`src/rtl/tune_pkg.sv`:
```
package tune_pkg;

   typedef enum logic [2:0] {
      ST_IDLE,
      ST_PROG,
      ST_ISSUE,
      ST_WAIT,
      ST_FIN,
      ST_APPLY,
      ST_DONE
   } tune_st_e;

   // Default pattern: index times 37, low byte, XOR 0xA5.
   function automatic logic [7:0] pat_mulxor(input int idx);
      logic [31:0] p;
      p = 32'(idx) * 32'd37;
      return p[7:0] ^ 8'hA5;
   endfunction

   // Alternate pattern: inverted low byte of index times 3.
   function automatic logic [7:0] pat_inv(input int idx);
      logic [31:0] p;
      p = 32'(idx) * 32'd3;
      return ~p[7:0];
   endfunction

endpackage

```
`src/rtl/tune_blk_cmp.sv`:
```
module tune_blk_cmp #(
   parameter int BLK_BYTES = 64,
   parameter int PAT_KIND  = 0
) (
   input  logic       clk_i,
   input  logic       rst_ni,
   input  logic       clr_i,
   input  logic       en_i,
   input  logic       rx_valid_i,
   input  logic [7:0] rx_data_i,
   output logic       pass_o
);

   localparam int CNT_W = $clog2(BLK_BYTES + 1);
   localparam int IDX_W = $clog2(BLK_BYTES);
   localparam logic [CNT_W-1:0] FULL = CNT_W'(BLK_BYTES);

   logic [7:0]       rom [BLK_BYTES];
   logic [CNT_W-1:0] cnt_q;
   logic             bad_q;
   logic [7:0]       exp_byte;

   // Reference pattern table, one variant picked by parameter
   generate
      if (PAT_KIND == 0) begin : g_mulxor
         for (genvar g = 0; g < BLK_BYTES; g++) begin : g_ent
            assign rom[g] = tune_pkg::pat_mulxor(g);
         end
      end else begin : g_inv
         for (genvar g = 0; g < BLK_BYTES; g++) begin : g_ent
            assign rom[g] = tune_pkg::pat_inv(g);
         end
      end
   endgenerate

   assign exp_byte = rom[cnt_q[IDX_W-1:0]];

   always_ff @(posedge clk_i or negedge rst_ni) begin
      if (!rst_ni) begin
         cnt_q <= '0;
         bad_q <= 1'b0;
      end else if (clr_i) begin
         cnt_q <= '0;
         bad_q <= 1'b0;
      end else if (en_i && rx_valid_i) begin
         if (cnt_q == FULL) begin
            bad_q <= 1'b1;             // block longer than expected
         end else begin
            if (rx_data_i != exp_byte) bad_q <= 1'b1;
            cnt_q <= cnt_q + 1'b1;
         end
      end
   end

   assign pass_o = !bad_q && (cnt_q == FULL);

endmodule

```
`src/rtl/tune_run_track.sv`:
```
module tune_run_track #(
   parameter int TAP_W = 7
) (
   input  logic             clk_i,
   input  logic             rst_ni,
   input  logic             clr_i,
   input  logic             res_valid_i,
   input  logic             res_pass_i,
   input  logic [TAP_W-1:0] res_tap_i,
   input  logic             last_i,
   output logic [TAP_W-1:0] mid_o,
   output logic             none_o
);

   localparam int LEN_W = TAP_W + 1;

   logic [LEN_W-1:0] cur_len_q, best_len_q;
   logic [TAP_W-1:0] cur_start_q, best_start_q;
   logic [LEN_W-1:0] run_len_nx, cand_len, half_len;
   logic [TAP_W-1:0] run_start_nx, cand_start;
   logic             take;

   always_comb begin
      run_len_nx   = res_pass_i ? cur_len_q + 1'b1 : '0;
      run_start_nx = (res_pass_i && cur_len_q == '0) ? res_tap_i : cur_start_q;
      cand_len     = res_pass_i ? run_len_nx   : cur_len_q;
      cand_start   = res_pass_i ? run_start_nx : cur_start_q;
      // strictly longer replaces: equal length keeps the earlier run
      take         = (!res_pass_i || last_i) && (cand_len > best_len_q);
   end

   always_ff @(posedge clk_i or negedge rst_ni) begin
      if (!rst_ni) begin
         cur_len_q    <= '0;
         cur_start_q  <= '0;
         best_len_q   <= '0;
         best_start_q <= '0;
      end else if (clr_i) begin
         cur_len_q    <= '0;
         cur_start_q  <= '0;
         best_len_q   <= '0;
         best_start_q <= '0;
      end else if (res_valid_i) begin
         cur_len_q   <= run_len_nx;
         cur_start_q <= run_start_nx;
         if (take) begin
            best_len_q   <= cand_len;
            best_start_q <= cand_start;
         end
      end
   end

   assign half_len = (best_len_q - 1'b1) >> 1;
   assign mid_o    = best_start_q + half_len[TAP_W-1:0];
   assign none_o   = (best_len_q == '0);

endmodule

```
`src/rtl/tune_seq.sv`:
```
module tune_seq #(
   parameter int TAP_W = 7
) (
   input  logic             clk_i,
   input  logic             rst_ni,
   input  logic             start_i,
   input  logic             cmd_done_i,
   input  logic             cmd_err_i,
   input  logic             blk_pass_i,
   input  logic [TAP_W-1:0] mid_i,
   input  logic             none_i,
   output logic [TAP_W-1:0] dly_tap_o,
   output logic             dly_load_o,
   output logic             cmd_req_o,
   output logic [TAP_W-1:0] cmd_dly_o,
   output logic             done_o,
   output logic             err_o,
   output logic             cmp_clr_o,
   output logic             cmp_en_o,
   output logic             trk_clr_o,
   output logic             res_valid_o,
   output logic             res_pass_o,
   output logic             last_o
);

   import tune_pkg::*;

   tune_st_e         st_q;
   logic [TAP_W-1:0] tap_q, cmd_q;
   logic             err_q;
   logic             accept;
   logic [TAP_W-1:0] final_tap;

   assign accept    = start_i && (st_q == ST_IDLE || st_q == ST_DONE);
   assign last_o    = (tap_q == {TAP_W{1'b1}});
   assign final_tap = none_i ? '0 : mid_i;

   always_ff @(posedge clk_i or negedge rst_ni) begin
      if (!rst_ni) begin
         st_q  <= ST_IDLE;
         tap_q <= '0;
         cmd_q <= '0;
         err_q <= 1'b0;
      end else begin
         unique case (st_q)
            ST_IDLE, ST_DONE: begin
               if (accept) begin
                  st_q  <= ST_PROG;
                  tap_q <= '0;
                  err_q <= 1'b0;
               end
            end
            ST_PROG:  st_q <= ST_ISSUE;
            ST_ISSUE: st_q <= ST_WAIT;
            ST_WAIT: begin
               if (cmd_done_i) begin
                  if (last_o) begin
                     st_q <= ST_FIN;
                  end else begin
                     tap_q <= tap_q + 1'b1;
                     st_q  <= ST_PROG;
                  end
               end
            end
            ST_FIN: begin
               st_q  <= ST_APPLY;
               tap_q <= final_tap;
               cmd_q <= final_tap;
               err_q <= none_i;
            end
            ST_APPLY: st_q <= ST_DONE;
            default:  st_q <= ST_IDLE;
         endcase
      end
   end

   assign dly_tap_o   = tap_q;
   assign dly_load_o  = (st_q == ST_PROG) || (st_q == ST_APPLY);
   assign cmd_req_o   = (st_q == ST_ISSUE);
   assign cmd_dly_o   = cmd_q;
   assign done_o      = (st_q == ST_DONE);
   assign err_o       = err_q;
   assign cmp_clr_o   = (st_q == ST_PROG);
   assign cmp_en_o    = (st_q == ST_WAIT);
   assign trk_clr_o   = accept;
   assign res_valid_o = (st_q == ST_WAIT) && cmd_done_i;
   assign res_pass_o  = blk_pass_i && !cmd_err_i;

endmodule

```
`src/rtl/tune_dly_sweeper.sv`:
```
module tune_dly_sweeper #(
   parameter int TAP_W     = 7,
   parameter int BLK_BYTES = 64,
   parameter int PAT_KIND  = 0
) (
   input  logic             clk_i,
   input  logic             rst_ni,
   input  logic             start_i,
   output logic [TAP_W-1:0] dly_tap_o,
   output logic             dly_load_o,
   output logic             cmd_req_o,
   input  logic             cmd_done_i,
   input  logic             cmd_err_i,
   input  logic             rx_valid_i,
   input  logic [7:0]       rx_data_i,
   output logic [TAP_W-1:0] cmd_dly_o,
   output logic             done_o,
   output logic             err_o
);

   // Elaboration-time parameter checks
   generate
      if (TAP_W < 2 || TAP_W > 10) begin : g_bad_tap_w
         $error("tune_dly_sweeper: TAP_W must lie in 2..10");
      end
      if (BLK_BYTES < 2 || BLK_BYTES > 512) begin : g_bad_blk
         $error("tune_dly_sweeper: BLK_BYTES must lie in 2..512");
      end
      if (PAT_KIND < 0 || PAT_KIND > 1) begin : g_bad_kind
         $error("tune_dly_sweeper: PAT_KIND must be 0 or 1");
      end
   endgenerate

   logic             blk_pass, cmp_clr, cmp_en;
   logic             trk_clr, res_valid, res_pass, last_tap, none;
   logic [TAP_W-1:0] mid;

   tune_blk_cmp #(
      .BLK_BYTES (BLK_BYTES),
      .PAT_KIND  (PAT_KIND)
   ) u_cmp (
      .clk_i      (clk_i),
      .rst_ni     (rst_ni),
      .clr_i      (cmp_clr),
      .en_i       (cmp_en),
      .rx_valid_i (rx_valid_i),
      .rx_data_i  (rx_data_i),
      .pass_o     (blk_pass)
   );

   tune_run_track #(
      .TAP_W (TAP_W)
   ) u_trk (
      .clk_i       (clk_i),
      .rst_ni      (rst_ni),
      .clr_i       (trk_clr),
      .res_valid_i (res_valid),
      .res_pass_i  (res_pass),
      .res_tap_i   (dly_tap_o),
      .last_i      (last_tap),
      .mid_o       (mid),
      .none_o      (none)
   );

   tune_seq #(
      .TAP_W (TAP_W)
   ) u_seq (
      .clk_i       (clk_i),
      .rst_ni      (rst_ni),
      .start_i     (start_i),
      .cmd_done_i  (cmd_done_i),
      .cmd_err_i   (cmd_err_i),
      .blk_pass_i  (blk_pass),
      .mid_i       (mid),
      .none_i      (none),
      .dly_tap_o   (dly_tap_o),
      .dly_load_o  (dly_load_o),
      .cmd_req_o   (cmd_req_o),
      .cmd_dly_o   (cmd_dly_o),
      .done_o      (done_o),
      .err_o       (err_o),
      .cmp_clr_o   (cmp_clr),
      .cmp_en_o    (cmp_en),
      .trk_clr_o   (trk_clr),
      .res_valid_o (res_valid),
      .res_pass_o  (res_pass),
      .last_o      (last_tap)
   );

endmodule

```
`config.mk`:
```
export PLATFORM = sky130hd
export DESIGN_NAME = tune_dly_sweeper
export DESIGN_NICKNAME = d
export VERILOG_FILES = /design/src/rtl/tune_pkg.sv /design/src/rtl/tune_blk_cmp.sv /design/src/rtl/tune_run_track.sv /design/src/rtl/tune_seq.sv /design/src/rtl/tune_dly_sweeper.sv
export SDC_FILE = /design/constraint.sdc
export NUM_CORES = 1
export LEC_CHECK = 0
export ABC_CLOCK_PERIOD_IN_PS = 6640
export BUFFER_PORTS_ARGS = -buffer_cell sky130_fd_sc_hd__buf_2
export CAP_MARGIN = 20
export CORE_ASPECT_RATIO = 1.75
export CORE_UTILIZATION = 40
export CTS_CLUSTER_SIZE = 14
export DETAILED_ROUTE_END_ITERATION = 16
export HOLD_SLACK_MARGIN = 0.02
export MAX_ROUTING_LAYER = met4
export PLACE_DENSITY = 0.67
export REMOVE_ABC_BUFFERS = 1
export SYNTH_ARGS = -nofsm -noshare
export SYNTH_HDL_FRONTEND = slang
export SYNTH_SLANG_ARGS = --single-unit
```
`constraint.sdc`:
```
create_clock -name clk_i -period 6.64 [get_ports clk_i]
set_input_delay 0.664 -clock clk_i [delete_from_list [all_inputs] [get_ports clk_i]]
set_output_delay 0.664 -clock clk_i [all_outputs]
set_load 0.01 [all_outputs]
```
==> flow_summary.yaml <==
run_status:
  status: "finished clean"
die:
  start_util: 0.4111
  dieArea_um2: 11020
  core_region_area_um2: 10300
  io_pins: 32
  die-height_um: 138.1
  placement_rows: 49
  die_x_um: 79.78
clocking:
  ctsRootBufferMaster: "clkbuf_16"
  cts_tree: "done"
  cts_resized: 0
  cts_buffers: 5
  postCtsSetupBuffers: 0
  hold_buffers: 0
  clk_latency_ns: 0.30
  cts.clk_slew.worst_paths_ns: 0.08
  htree_levels: 2
  cts.sinks: 56
  cts_buffer_depth: 2
power:
  powerDensity_nw_per_um2: 326.3
  p_leak_nw: 2.080
  vdd_drop_max_uv: 149.6
placed_design:
  gp_congestion: 0.9735
  io_buffer_count: 31
  dp.cells: 637
  hpwl_mm: 8.319
sta:
  fin_tns_setup_ns: 0
  finalHoldViolCount: 0
  min_period_ns: 4.514
  period_share: 0.6797
  final_max_slew_viol_count: 0
  fmax_ghz: 0.2216
  tightest_slew_ns: 0.7600
  finalSetupViolations: 0
  skew_ns: 0.008628
  rsz0062_at_grt: "false"
  relSlewSlack: 0.4934
routing:
  dr.pass1.iters: 5
  num_vias: 3717
  wl_per_cell_um: 17.00
  routed_wl_mm: 10.96
  drcViolationCount: 0
  drt_iter0_markers: 274
  ant_nets: 0
  vias_per_cell: 5.763
global_route:
  first_global_vias: 3609
  grt_usage: 0.2138
  overflow: 0
  grt_pass1_wl_mm: 17.80
  grt_max_degree: 57
  antenna_found_initial: 0
flow_run:
  cap_violations: 0
critical_path:
  startpoint_type: "flip-flop"
  critPathMaxFanout: 18
  required_ns: 6.83
  rr_worst_depth: 12
  worstSetupStartpoint: "u_cmp.cnt_q[0]"
  endpoint: "u_trk.best_len_q[7]"
  arrival_ns: 4.70
  worstReg2RegStart: "u_cmp.cnt_q[0]"
  path_class: "reg -> reg"
  ff2ff_setup_slack_ns: 2.13
  r2r_end: "u_trk.best_len_q[7]"
  worstSetupEndpointType: "flip-flop"
synth:
  ys.flop_type: "dfrtp_1"
  ys_types: 68
  synth_warnings: 0
  netlist_instances: 498
  syn_avg_cell_area_um2: 8.502
  ys_seq_area_frac: 0.3310
  synth_edf_count: 0
  async_reset_ff_frac: 1.000
  ys_seq_elements: 56
  synthesis.area_um2: 4234
layout:
  layout.cells.non_filler: 645
  nets: 562
  fill_cells: 1013
  final_util: 0.4496
  drive_above_1_share: 0.1158
  area_delta_synth_final_pct: 9.368
  num_antenna_cells: 0
min_path:
  hold_class: "reg -> reg"
==> cells by family after synthesis <==
family                     after synthesis  synth area share
DFF                                     56            0.3310
xor gates and xnor gates                33           0.06826
adders and majority gates               31           0.09338
muxes                                   20           0.04846
AOI/OAI and AO/OA                      132            0.1995
and+or+nand+nor                        175            0.2107
buffers and inverters                   51           0.04875
==> metal layers <==
| layer | wire [um] | part of all wire | GRT usage |
|---|---|---|---|
| met5 | 0 | 0 | - |
| met4 | 512 | 0.047 | 0.1222 |
| met3 | 357 | 0.033 | 0.02442 |
| met2 | 5805 | 0.53 | 0.3720 |
| met1 | 4287 | 0.39 | 0.2275 |
==> worst max-delay path, stage by stage (launching register included) <==
cell and delay (ns):
dfrtp_1 0.51, inv_1 0.26, ha_1 0.31, nor4bb_2 0.49, nand3_2 0.29, clkinv_1 0.37, nand2_1 0.14, xnor2_1 0.18
ha_1 0.22, nor4_1 0.50, inv_1 0.25, o21ai_2 0.48, mux2_2 0.39
==> cells in the final DEF, fill, tap and decap left out, types with 5 or more instances in the layout <==
cell type and count:
xor2_1 8, inv_1 26, nor2_1 36, ha_1 30, or3_1 7, xnor2_1 25
clkbuf_16 5, and3_1 11, nand4_1 7, o211ai_1 9, nand2_1 58, o21a_1 5
o31ai_1 7, o21ai_0 42, nor3_1 11, dfrtp_1 56, mux2i_1 16, a21oi_1 28
nor2b_1 10, nand3_1 5, buf_2 31
==> sequential cells by signal, indices dropped and copies added (netlist names) <==
name / cells
u_trk.cur_len_q: 8
u_cmp.cnt_q: 7
u_trk.best_start_q: 7
u_seq.dly_tap_o: 7
u_trk.cur_start_q: 7
u_cmp.bad_q: 1
u_seq.st_q: 3
u_seq.err_o: 1
u_trk.best_len_q: 8
u_seq.cmd_dly_o: 7
==> synthesized netlist by cell type (8+ instances only) <==
cell type / instances / area, um^2
a21oi_1: 28 / 140.1
and3_1: 11 / 68.82
clkbuf_1: 12 / 45.04
dfrtp_1: 56 / 1401
ha_1: 30 / 375.4
inv_1: 26 / 97.59
mux2i_1: 16 / 160.2
nand2_1: 58 / 217.7
nor2_1: 36 / 135.1
nor2b_1: 10 / 62.56
nor3_1: 11 / 55.05
o211ai_1: 9 / 67.56
o21ai_0: 42 / 210.2
xnor2_1: 25 / 219.0
xor2_1: 8 / 70.07
==> report_power, final <==
part	total (W)	internal (W)	leakage (nW)	switching, W
Sequential	0.000459	0.000380	0.765	0.0000790
Combinational	0.000782	0.000310	1.24	0.000471
Clock	0.000270	0.000142	0.0742	0.000128
==> through the flow <==
| step | hold slack (ns) | setup slack (ns) | instance area [um^2] | total power (W) |
|---|---|---|---|---|
| after floorplan | 0.3684 | 2.811 | 4133 | 0.001010 |
| after global placement | 0.4558 | 2.383 | 4483 | 0.001221 |
| after detailed placement | 0.4664 | 2.173 | 4483 | 0.001235 |
| after CTS | 0.4852 | 2.146 | 4631 | 0.001514 |
| after global routing | 0.5041 | 1.881 | 4631 | 0.001618 |
| final | 0.4771 | 2.126 | 4631 | 0.001511 |
==> worst min-delay path by stage <==
stage,endpoint,cells after the start,slack [ns],startpoint
after floorplan,u_cmp.bad_q,0,0.37,rst_ni
after global placement,u_seq.cmd_dly_o[0],2,0.46,u_seq.cmd_dly_o[0]
final,u_seq.cmd_dly_o[0],2,0.48,u_seq.cmd_dly_o[0]
after detailed placement,u_seq.cmd_dly_o[0],2,0.47,u_seq.cmd_dly_o[0]
after CTS,u_seq.cmd_dly_o[0],2,0.49,u_seq.cmd_dly_o[0]
after global routing,u_seq.cmd_dly_o[0],2,0.50,u_seq.cmd_dly_o[0]
==> area by class of cell <==
class,instances,area [um^2],share of cell area
repair buffers,35,185.2,0.03999
well taps,127,158.9,0.03431
multi-input cells,391,2633,0.5685
flip-flops and latches,56,1401,0.3026
clock inverters,3,22.52,0.004864
inverters,28,105.1,0.02270
clock buffers,5,125.1,0.02702
No activity file was read; power rests on OpenSTA's default activity.
